File: src/rtl/coal_pkg.sv
// Package: shared widths and register offsets for the interrupt coalescer.
// Assumes a 12-bit register offset space and a 48-bit message address.
package coal_pkg;
    localparam int CFG_AW     = 12;
    localparam int DATA_W     = 32;
    localparam int CNT_W      = 15;
    localparam int TMO_W      = 13;
    localparam int MSG_AW     = 48;
    localparam int ADDR_HI_W  = MSG_AW - DATA_W;
    localparam int TMR_EN_BIT = 18;

    localparam logic [CFG_AW-1:0] OFS_THR  = 12'h018;
    localparam logic [CFG_AW-1:0] OFS_TMO  = 12'h810;
    localparam logic [CFG_AW-1:0] OFS_ALO  = 12'h050;
    localparam logic [CFG_AW-1:0] OFS_AHI  = 12'h054;
    localparam logic [CFG_AW-1:0] OFS_DATA = 12'h014;

    typedef struct packed {
        logic [CNT_W-1:0] thr;
        logic             tmr_en;
        logic [TMO_W-1:0] tmo;
    } coal_cfg_t;

    typedef struct packed {
        logic [MSG_AW-1:0] addr;
        logic [DATA_W-1:0] data;
    } coal_msg_t;
endpackage

File: src/rtl/coal_cfg_regs.sv
// Module: configuration register file of the coalescer.
// Decodes single-cycle writes into threshold, timer enable, timeout and
// the message address/payload template. Unmapped offsets are dropped.
module coal_cfg_regs
    import coal_pkg::*;
#(
    parameter logic [CNT_W-1:0] RST_THR = 15'h0014,
    parameter logic [TMO_W-1:0] RST_TMO = 13'h00B0
) (
    input  logic              clk,
    input  logic              rst_n,
    input  logic              we,
    input  logic [CFG_AW-1:0] addr,
    input  logic [DATA_W-1:0] wdata,
    output coal_cfg_t         cfg,
    output coal_msg_t         tpl
);
    logic [DATA_W-1:0]    addr_lo_q;
    logic [ADDR_HI_W-1:0] addr_hi_q;
    logic [DATA_W-1:0]    data_q;
    coal_cfg_t            cfg_q;

    // Register update on a write strobe; reset loads the default tuning.
    always_ff @(posedge clk) begin
        if (!rst_n) begin
            cfg_q.thr    <= RST_THR;
            cfg_q.tmr_en <= 1'b0;
            cfg_q.tmo    <= RST_TMO;
            addr_lo_q    <= '0;
            addr_hi_q    <= '0;
            data_q       <= '0;
        end else if (we) begin
            case (addr)
                OFS_THR: begin
                    cfg_q.thr    <= wdata[CNT_W-1:0];
                    cfg_q.tmr_en <= wdata[TMR_EN_BIT];
                end
                OFS_TMO:  cfg_q.tmo <= wdata[TMO_W-1:0];
                OFS_ALO:  addr_lo_q <= wdata;
                OFS_AHI:  addr_hi_q <= wdata[ADDR_HI_W-1:0];
                OFS_DATA: data_q    <= wdata;
                default:  ;
            endcase
        end
    end

    // Present the message template as one packed value.
    always_comb begin
        cfg       = cfg_q;
        tpl.addr  = {addr_hi_q, addr_lo_q};
        tpl.data  = data_q;
    end
endmodule

File: src/rtl/coal_age_timer.sv
// Module: aging counter for a small completion backlog.
// Counts cycles while the block is armed and the backlog is nonzero and
// below the count threshold; restarts on zero backlog, on a firing and
// while disarmed. Saturates at its maximum so it never wraps.
module coal_age_timer
    import coal_pkg::*;
(
    input  logic             clk,
    input  logic             rst_n,
    input  logic [CNT_W-1:0] pend,
    input  logic [CNT_W-1:0] thr,
    input  logic             tmr_en,
    input  logic [TMO_W-1:0] tmo,
    input  logic             armed,
    input  logic             clr,
    output logic             timeout_hit
);
    localparam logic [TMO_W-1:0] AGE_MAX = '1;

    logic [TMO_W-1:0] age_q;
    logic             small_backlog;

    // Backlog that only the timer can turn into a message.
    always_comb small_backlog = (pend != '0) && (pend < thr);

    // Age register: clear, count or hold.
    always_ff @(posedge clk) begin
        if (!rst_n) begin
            age_q <= '0;
        end else if ((pend == '0) || clr || !armed) begin
            age_q <= '0;
        end else if (small_backlog && (age_q != AGE_MAX)) begin
            age_q <= age_q + 1'b1;
        end
    end

    // Expiry flag for the firing decision.
    always_comb timeout_hit = tmr_en && (pend != '0) && (age_q >= tmo);

    p_age_clear_r6: assert property (@(posedge clk) disable iff (!rst_n)
        (pend == '0) |=> (age_q == '0));

    p_age_step_r4: assert property (@(posedge clk) disable iff (!rst_n)
        (small_backlog && armed && !clr && (age_q != AGE_MAX))
        |=> (age_q == $past(age_q) + 1'b1));
endmodule

File: src/rtl/coal_fire_ctl.sv
// Module: firing decision, re-arm tracking and message output register.
// The block is armed after reset and disarmed by a firing; it re-arms as
// soon as the backlog differs from the value it had when it fired.
module coal_fire_ctl
    import coal_pkg::*;
(
    input  logic              clk,
    input  logic              rst_n,
    input  logic [CNT_W-1:0]  pend,
    input  logic [CNT_W-1:0]  thr,
    input  logic              timeout_hit,
    input  coal_msg_t         tpl,
    output logic              armed_eff,
    output logic              fire,
    output logic              msg_valid,
    output logic [MSG_AW-1:0] msg_addr,
    output logic [DATA_W-1:0] msg_data
);
    logic             armed_q;
    logic [CNT_W-1:0] snap_q;
    logic             count_hit;

    // Armed now if never disarmed, or if the backlog moved since firing.
    always_comb armed_eff = armed_q || (pend != snap_q);

    // Count path and the single merged firing condition.
    always_comb begin
        count_hit = (pend != '0) && (pend >= thr);
        fire      = armed_eff && (count_hit || timeout_hit);
    end

    // Arm state and backlog snapshot taken on each firing.
    always_ff @(posedge clk) begin
        if (!rst_n) begin
            armed_q <= 1'b1;
            snap_q  <= '0;
        end else begin
            armed_q <= fire ? 1'b0 : armed_eff;
            if (fire) snap_q <= pend;
        end
    end

    // Message output register: strobe plus captured address and payload.
    always_ff @(posedge clk) begin
        if (!rst_n) begin
            msg_valid <= 1'b0;
            msg_addr  <= '0;
            msg_data  <= '0;
        end else begin
            msg_valid <= fire;
            if (fire) begin
                msg_addr <= tpl.addr;
                msg_data <= tpl.data;
            end
        end
    end

    p_no_zero_r3: assert property (@(posedge clk) disable iff (!rst_n)
        msg_valid |-> ($past(pend) != '0));

    p_hold_off_r7: assert property (@(posedge clk) disable iff (!rst_n)
        (msg_valid && (pend == $past(pend))) |=> !msg_valid);

    p_count_fire_r2: assert property (@(posedge clk) disable iff (!rst_n)
        (armed_eff && (pend != '0) && (pend >= thr)) |=> msg_valid);

    p_quiet_r5: assert property (@(posedge clk) disable iff (!rst_n)
        (!timeout_hit && (pend < thr)) |=> !msg_valid);
endmodule

File: src/rtl/irq_coalescer.sv
// Module: completion interrupt coalescer top.
// Turns a backlog of finished descriptors into rare one-cycle interrupt
// messages using a count threshold and an optional aging timer.
// Assumes pend_cnt is synchronous to clk.
module irq_coalescer
    import coal_pkg::*;
(
    input  logic              clk,
    input  logic              rst_n,
    input  logic              cfg_we,
    input  logic [11:0]       cfg_addr,
    input  logic [31:0]       cfg_wdata,
    input  logic [14:0]       pend_cnt,
    output logic              msg_valid,
    output logic [47:0]       msg_addr,
    output logic [31:0]       msg_data
);
    coal_cfg_t cfg;
    coal_msg_t tpl;
    logic      armed_eff;
    logic      fire;
    logic      timeout_hit;

    coal_cfg_regs u_regs (
        .clk   (clk),
        .rst_n (rst_n),
        .we    (cfg_we),
        .addr  (cfg_addr),
        .wdata (cfg_wdata),
        .cfg   (cfg),
        .tpl   (tpl)
    );

    coal_age_timer u_age (
        .clk         (clk),
        .rst_n       (rst_n),
        .pend        (pend_cnt),
        .thr         (cfg.thr),
        .tmr_en      (cfg.tmr_en),
        .tmo         (cfg.tmo),
        .armed       (armed_eff),
        .clr         (fire),
        .timeout_hit (timeout_hit)
    );

    coal_fire_ctl u_fire (
        .clk         (clk),
        .rst_n       (rst_n),
        .pend        (pend_cnt),
        .thr         (cfg.thr),
        .timeout_hit (timeout_hit),
        .tpl         (tpl),
        .armed_eff   (armed_eff),
        .fire        (fire),
        .msg_valid   (msg_valid),
        .msg_addr    (msg_addr),
        .msg_data    (msg_data)
    );

    p_reset_quiet_r1: assert property (@(posedge clk)
        !rst_n |=> (!msg_valid && (msg_addr == '0) && (msg_data == '0)));
endmodule

File: config.mk
export PLATFORM = sky130hd
export DESIGN_NAME = irq_coalescer
export DESIGN_NICKNAME = d
export VERILOG_FILES = /design/src/rtl/coal_pkg.sv /design/src/rtl/coal_cfg_regs.sv /design/src/rtl/coal_age_timer.sv /design/src/rtl/coal_fire_ctl.sv /design/src/rtl/irq_coalescer.sv
export SDC_FILE = /design/constraint.sdc
export NUM_CORES = 1
export LEC_CHECK = 0
export BUFFER_PORTS_ARGS = -buffer_cell sky130_fd_sc_hd__buf_4
export CORE_ASPECT_RATIO = 0.9
export CORE_MARGIN = 5
export CORE_UTILIZATION = 45
export CTS_BUF_LIST = sky130_fd_sc_hd__clkbuf_4
export DETAILED_ROUTE_END_ITERATION = 10
export HOLD_SLACK_MARGIN = 0.12
export PLACE_DENSITY = 0.65
export SLEW_MARGIN = 10
export SYNTH_ARGS = -nofsm -noshare
export SYNTH_HDL_FRONTEND = slang
export SYNTH_SLANG_ARGS = --single-unit
File: constraint.sdc
create_clock -name clk -period 2.9 [get_ports clk]
set_clock_uncertainty 0.15 [all_clocks]
set_input_delay 0.58 -clock clk [delete_from_list [all_inputs] [get_ports clk]]
set_output_delay 0.58 -clock clk [all_outputs]
set_load 0.005 [all_outputs]
; Yosys cells after proc, flatten, opt, wreduce, memory -nomap -nowiden
; Index checks and enable logic that the tools add are counted.
[op_classes]
n_addsub = 1
magnitude_cmp = 3
eq_ne = 7
n_mux = 1
bitwise = 1
reduce_logical = 19
[op_table]
columns = cell, count
row1 = $eq 12x5->1 const B, 2
row2 = $eq 12x7->1 const B, 2
row3 = $ge 15x15->1, 1
row4 = $logic_not 15->1, 1
row5 = $lt 15x15->1, 1
row6 = $ne 15x15->1, 1
row7 = $reduce_bool 15->1, 1
row8 = $add 13x1->13 const B, 1
row9 = $ge 13x13->1, 1
row10 = $ne 13x13->1 const B, 1
row11 = $eq 12x12->1 const B, 1
row12 = $reduce_and 2->1, 5
row13 = $logic_and 1x1->1, 6
row14 = $logic_or 1x1->1, 4
row15 = $reduce_or 2->1, 1
row16 = $logic_not 1->1, 1
row17 = $mux 1, 1
row18 = $not 1->1, 1
[totals]
regBits = 219
out_inout_bits = 81
wordCells = 44

; Logic depth before layout (Yosys ltp)
; Gate-level depths: netlist of run 1.
[logic_depth]
ltp_word = 8
ltp_mapped = 10
mapped_depth_nobuf = 8

; By module
; From an unflattened synthesis of run 1, not the netlist that was laid out.
[unflattened]
cells_unflattened = 880
hier_area_um2 = 9044.9
[modules_own_cells]
columns = mod, instances, cells_each, area_per_inst_um2
row1 = coal_cfg_regs, 1, 402, 4120.2
row2 = coal_fire_ctl, 1, 297, 3509.6
row3 = coal_age_timer, 1, 181, 1415.1

; Worst setup path before layout of run 1
; OpenSTA, ideal clock, no wires.
[synth_timing]
path_kind = input port to flip-flop
startpoint = input pend_cnt[12]
endpoint = register u_age.age_q[10]
setup_time_ns = 0.086
arrival_ns = 2.246
required_ns = 2.664
path_slack_ns = 0.419
path_stages = 8
n_path_buf = 1
path_cell_list = ha_1 > a211o_1 > a21oi_1 > o211a_1 > nand3_1 > buf_2 > or3_1 > a211oi_1
[synth_via]
elab_chain_len = 8
[synth_rtl]
columns = item, line
row1 = "start, declared", irq_coalescer.sv:13  ; input logic [14:0] pend_cnt,
row2 = "parallel branches: the longest is 8 deep, another holds $ge 15x15->1", n/a
row3 = "end signal, assigned", coal_age_timer.sv:33  ; age_q <= age_q + 1'b1;
row4 = "end, declared", coal_age_timer.sv:20  ; logic [TMO_W-1:0] age_q;
; Parallel ways; which one is timed is not known.
; A chain may end at the register's enable or synchronous reset.

; Worst setup path in the final report of run 1
[layout_timing]
startpoint = input pend_cnt[14]
endpoint = register u_fire.msg_addr[47]
[layout_via]
elab_chain_len = 5
[layout_rtl]
columns = item, line
row1 = "parallel branches: the longest is 4 deep, another holds $ge 15x15->1", n/a
row2 = $logic_and 1x1->1 *, coal_fire_ctl.sv:29  ; fire = armed_eff && (count_hit || timeout_hit);
row3 = "end signal, assigned", coal_fire_ctl.sv:52  ; msg_addr <= tpl.addr;
row4 = "end, declared", coal_fire_ctl.sv:16  ; output logic [MSG_AW-1:0] msg_addr,
; Mark *: on every way between the ends.

==> impl_metrics.yaml, run 1 <==
status:
  status: "finished clean"
sta:
  max_slew.worst_pin.slew_ps: 846
  period_share: 0.961
  fin_hold_ws_ps: 185
  period_needed_ps: 2790
  relSlewSlack: 0.436
  finalHoldViolations: 0
  setup_violations: 0
  drv_slew: 0
  rsz0062_at_grt: "false"
  max_freq_ghz: 0.359
power_and_ir_drop:
  max-vdd-ir-drop_mv: 0.264
  p_sw_mw: 1.47
  pwr-share-comb: 0.078
  power_frac_clock: 0.412
  p_per_area_mw_per_mm2: 499
  seq_power_share: 0.510
  p_int_mw: 4.49
  p_leak_nw: 4.90
  swShare: 0.246
drt:
  wl_per_cell_um: 15.1
  vias_per_cell: 4.88
  drt_iter0_drc: 435
  ant_nets: 0
  vias: 7911
  drc_errors: 0
  first_pass_iters: 5
  routed_wl_mm: 24.4
clock_tree:
  clkTransAtPathRegs_ps: 70
  clock_latency_ps: 650
  h-tree-depth: 2
  numCtsBuffers: 56
  clkSinkCount: 219
  cts-root-buf: "clkbuf_4"
  cts_tree: "built"
  cts_buffer_depth: 3
place:
  detailed_place_hpwl_mm: 16.3
  gp_congestion: 0.808
  portBuffers: 142
  placed_cells: 1481
logic_synthesis:
  synth-edff-count: 0
  ys_warn_count: 0
  syn_nets: 1190
  avgSynthCellArea_um2: 8.60
  yosysMostFrequentCell: "nand2_1"
  netlist_area_mm2: 0.00945
  async_flop_share: 0
  yosysUniqueCellTypes: 43
  ys_seq_area_frac: 0.464
  synthCells: 1099
  synthTopCellsByCount: "415 x nand2_1, 219 x dfxtp_1, 96 x mux2i_1, 95 x a21boi_0, 48 x clkbuf_1"
  synthFlopType: "dfxtp_1"
  ys_ff_latch: 219
  yosys-top-cells-area: "dfxtp_1 46%, nand2_1 16%, mux2i_1 10%, a21boi_0 7.5%, ha_1 3.8%"
  netlist.top_cell.by_area: "dfxtp_1"
  synth_top_area_share: 0.464
worst_setup_path:
  cp.required_ps: 3330
  max_stage_delay_ps: 530
  path_cells: "dlygate4sd3_1 -> buf_4 -> ha_1 -> nand4_1 -> nor3_2 -> o21ai_0 -> o211a_1 -> a21oi_4 -> buf_12 -> buf_12 -> mux2i_1"
  crit_type: "input pin to flip-flop"
  setup.worst_path.start_class: "input pin"
  critPathCaptureType: "flip-flop"
  critical_path_buf_inv_count: 4
  cp_top_family: "buffers and inverters"
  critPathArrivalTime_ps: 3210
  cp_max_fo: 16
  cp_common_cell: "buf_12"
  cp_slowest_cell: "dlygate4sd3_1"
die:
  dieWidth_um: 163
  fp.dieArea_mm2: 0.0240
  core_mm2: 0.0207
  start_util: 0.456
  ios: 143
  die_y_um: 147
  num_rows: 50
global_route:
  grt_pass1_wl_mm: 39.2
  grt_overflow_total: 0
  grt_pass1_vias: 7630
  grt_max_degree: 209
  grt_use_total: 0.199
  antenna_found_initial: 1
layout:
  regArea_mm2: 0.00438
  num-nets-final: 1390
  area_growth_pct: 26.3
  n_fill_cell: 1897
  drive_gt1_frac: 0.196
  layout.cells.non_filler: 1620
  multi_input_area_mm2: 0.00464
job:
  drv_cap: 0
min_path:
  hold_path_class: "input pin to flip-flop"
-- area by class of cell --
| class | instances | share of cell area |
|---|---|---|
| clock inverter | 13 | 0.00503 |
| tap | 286 | 0.0300 |
| antenna | 1 | 0.000210 |
| inverter | 32 | 0.0101 |
| clock buffer | 79 | 0.0497 |
| timing repair buffer | 209 | 0.149 |
| sequential | 219 | 0.367 |
| multi-input combinational | 781 | 0.389 |
-- worst reg2reg max path, delay by kind of cell (launching register included) --
kind	cells	cell delay, ps
and+or+nand+nor	1	100
adders and majority gates	1	290
buffers and inverters	3	480
AOI/OAI and AO/OA	3	950
DFF	1	330
muxes	1	210
-- per-layer routing --
layer,vias to the layer above,global-route usage,part of all wire,routed length [µm]
li1,4066,-,-,-
met1,3625,0.290,0.50,12100
met2,185,0.289,0.43,10400
met3,35,0.0466,0.060,1450
met4,0,0.0692,0.019,471
met5,-,0,0,0
-- state kept, by name, summed over array words and instances (netlist names) --
register and cells:
u_fire.snap_q 15, u_fire.msg_addr 48, u_fire.msg_valid 1, u_regs.data_q 32
u_regs.cfg 29, u_regs.addr_hi_q 16, u_age.age_q 13, u_fire.msg_data 32
u_regs.addr_lo_q 32, u_fire.armed_q 1
-- power by group through the flow --
stage	Clock (mW)	Sequential, mW	Combinational, mW
finish	2.46	3.04	0.464
global route	2.70	3.04	0.500
CTS	2.53	3.04	0.465
detailed placement	0	3.10	0.413
global placement	0	3.10	0.413
floorplan	0	3.10	0.234
-- logic make-up after synthesis --
family,Yosys count,share of synthesized area
adder cells (fa/ha/maj),29,0.0384
XOR/XNOR,16,0.0148
multiplexers,96,0.102
AND/OR/NAND/NOR,480,0.210
buffers and inverters,99,0.0467
AO/OA/AOI/OAI,160,0.124
flip-flops,219,0.464
-- path summary, 6_finish.rpt --
kind                                         start                          endpoint  slack (ps)  depth (start not counted)
setup reg to reg        u_regs.cfg[3]$_SDFFE_PN0P_  u_fire.msg_addr[47]$_SDFFE_PN0P_         330                          9
setup / recovery                      pend_cnt[14]  u_fire.msg_addr[47]$_SDFFE_PN0P_         110                         11
hold reg to reg   u_regs.addr_hi_q[3]$_SDFFE_PN0P_  u_fire.msg_addr[35]$_SDFFE_PN0P_         300                          2
hold / removal                        pend_cnt[12]    u_fire.snap_q[12]$_SDFFE_PN0P_         180                          4
-- layout by cell type (no fill, tap or decap), types with 2 or more instances in the layout --
cell type and n:
a211oi_1 11, a21boi_0 95, a21boi_1 4, a21boi_2 6
a21oi_1 13, and2_1 2, and3_1 4, buf_12 7
buf_4 155, clkbuf_4 79, clkinv_1 8, clkinv_2 3
clkinvlp_4 2, dfxtp_1 219, dlygate4sd3_1 46, ha_1 29
inv_1 32, mux2i_1 96, nand2_1 415, nand3_1 10
nand3b_1 3, nand4_1 8, nor2_1 4, nor3_1 7
nor3_2 2, nor3b_4 2, nor4_1 7, o211a_1 3
o211ai_1 5, o21a_1 2, o21ai_0 11, o21bai_1 2
o31ai_1 3, or3_1 8, or4_1 3, xor2_1 15
-- per-stage QoR --
| stage | setup slack (ps) | utilization | total power, mW | TNS (ps) | cell area, µm² |
|---|---|---|---|---|---|
| 6_report | 112 | 0.577 | 5.96 | 0 | 11900 |
| 5_1_grt | 25.0 | 0.577 | 6.24 | 0 | 11900 |
| 4_1_cts | 79.3 | 0.576 | 6.03 | 0 | 11900 |
| 3_5_place_dp | -39.7 | 0.522 | 3.52 | -467 | 10800 |
| 3_3_place_gp | 108 | 0.522 | 3.52 | 0 | 10800 |
| 2_1_floorplan | 419 | - | 3.34 | 0 | 9450 |
-- repair_timing --
action | CTS | global route
endpoints found under the setup margin | 0 | 31
hold buffers | 46 | 0
resized for setup | 0 | 1
endpoints found under the hold margin | 123 | 0
setup buffers | 0 | 0
No activity file was read; power rests on OpenSTA's default activity.
==> run 2, diff against run 1 <==
Settings changed: BUFFER_PORTS_ARGS -buffer_cell sky130_fd_sc_hd__buf_4 to unset, DONT_BUFFER_PORTS set to 1, PLACE_DENSITY 0.65 to unset.
==> run 2 against run 1 <==
Final cell count is 1.4% higher; via count is 5.1% higher; setup slack better by 150 ps; non-clock buffer count is 19 higher; flip-flop and latch count stayed put; maximum frequency is 5.6% higher; largest cell class unchanged; highest routed layer unchanged.
==> impl_metrics.yaml, run 2 (synthesis results as in run 1) <==
clock_tree:
  cts_tree: "built"
  cts_buffer_depth: 3
  numCtsBuffers: 57
  cts-root-buf: "clkbuf_4"
  clock_latency_ps: 660
  h-tree-depth: 2
  clkSinkCount: 219
  clkTransAtPathRegs_ps: 70
worst_setup_path:
  crit_type: "flip-flop to flip-flop"
  cp_slowest_cell: "dlygate4sd3_1"
  ff2ff_setup_slack_ps: 260
  critical_path_buf_inv_count: 2
  cp_max_fo: 3
  critPathArrivalTime_ps: 3020
  critPathCaptureType: "flip-flop"
  max_stage_delay_ps: 550
  path_cells: "inv_1 -> ha_1 -> nand3_1 -> o211a_1 -> o311a_1 -> a21boi_1 -> o21ai_0 -> dlygate4sd3_1"
  cp_top_family: "compound AO/OA/AOI/OAI gates"
  setup.worst_path.start_class: "flip-flop"
  cp.required_ps: 3280
sta:
  rsz0062_at_grt: "false"
  setup_violations: 0
  relSlewSlack: 0.569
  period_share: 0.910
  max_freq_ghz: 0.379
  tns_ps: 0
  period_needed_ps: 2640
  drv_slew: 0
  max_slew.worst_pin.slew_ps: 645
  finalHoldViolations: 0
  fin_hold_ws_ps: 303
layout:
  n_fill_cell: 1865
  area_growth_pct: 32.5
  layout_common_cells: "415 x nand2_1, 219 x dfxtp_1, 216 x dlygate4sd3_1"
  final_common_cell: "nand2_1"
  utilization: 0.605
  regMostFlops: "u_fire.msg_addr"
  drive_gt1_frac: 0.0835
  num-nets-final: 1410
  largest_reg_flops: 48
die:
  core_mm2: 0.0207
  fp.dieArea_mm2: 0.0240
  num_rows: 50
  die_y_um: 147
  start_util: 0.456
  dieWidth_um: 163
  ios: 143
power_and_ir_drop:
  p_per_area_mw_per_mm2: 482
  p_leak_nw: 4.98
  max-vdd-ir-drop_mv: 0.254
global_route:
  grt_overflow_total: 0
  grt_pass1_wl_mm: 44.2
  antenna_found_initial: 2
  grt_max_degree: 172
  grt_use_total: 0.226
  grt_pass1_vias: 8493
drt:
  drt_iter0_drc: 418
  first_pass_iters: 5
  routed_wl_mm: 27.3
  wl_per_cell_um: 16.6
  vias: 8317
  drc_errors: 0
  vias_per_cell: 5.07
  ant_nets: 0
place:
  detailed_place_hpwl_mm: 15.6
  portBuffers: 0
  gp_congestion: 0.761
min_path:
  hold_path_class: "flip-flop to flip-flop"
status:
  status: "finished clean"
job:
  drv_cap: 0
==> run 2: cell types whose count changed in the layout (fill, tap and decap cells not counted), sizes merged <==
cell / before / now
diode: 1 / 2
dlygate4sd3: 46 / 216
clkbuf: 80 / 85
clkinv: 11 / 7
clkinvlp: 2 / 1
buf: 162 / 12
bufinv: 0 / 1
==> run 2: path summary, 6_finish.rpt <==
check	end	cells past startpoint	startpoint
worst max register to register	u_fire.armed_q$_SDFF_PN1_	8	u_regs.cfg[4]$_SDFFE_PN1P_
worst max-delay path	u_fire.armed_q$_SDFF_PN1_	8	u_regs.cfg[4]$_SDFFE_PN1P_
worst min-delay path	u_fire.msg_addr[8]$_SDFFE_PN0P_	2	u_regs.addr_lo_q[8]$_SDFFE_PN0P_
worst min register to register	u_fire.msg_addr[8]$_SDFFE_PN0P_	2	u_regs.addr_lo_q[8]$_SDFFE_PN0P_
==> run 2: layer usage <==
metal	track usage	wire, µm	vias up
li1	-	-	4113
met1	0.301	12800	3975
met5	0	0	-
met3	0.0725	2100	30
met4	0.0574	332	0
met2	0.356	12200	199
==> run 2: where the power goes <==
part / switching (mW) / total [mW] / internal, mW
Combinational: 0.189 / 0.359 / 0.170
Sequential: 0.0127 / 3.04 / 3.03
Clock: 1.23 / 2.64 / 1.41
==> run 2: timing repair <==
item | in CTS | in global routing
endpoints found under the hold margin | 205 | 0
resized for setup | 0 | 2
hold buffers | 217 | 0
buffers inserted | 0 | 0
endpoints found under the setup margin | 0 | 1
==> run 2: layout make-up <==
class                   count  area (µm²)  share of cell area
diodes                      2        5.00            0.000400
clock buffers              85         638              0.0510
clock inverters             9        63.8             0.00510
inverters                  32         120             0.00959
multi-input cells         781        4640               0.371
flip-flops and latches    219        4380               0.350
well taps                 286         358              0.0286
repair buffers            228        2310               0.184
==> run 2: worst min-delay path, cell delays in order, from the launching register on <==
cell and delay [ps]:
dfxtp_1 320, nand2_1 60, mux2i_1 50
==> run 2: through the flow <==
stage	power, mW	instance area [µm²]	setup slack [ps]	instances
after CTS	6.10	12500	135	1640
final	6.04	12500	260	1642
after global placement	3.32	9620	216	1329
after global routing	6.31	12500	59.8	1642
after detailed placement	3.32	9620	76.2	1329
after floorplan	3.34	9450	419	1099
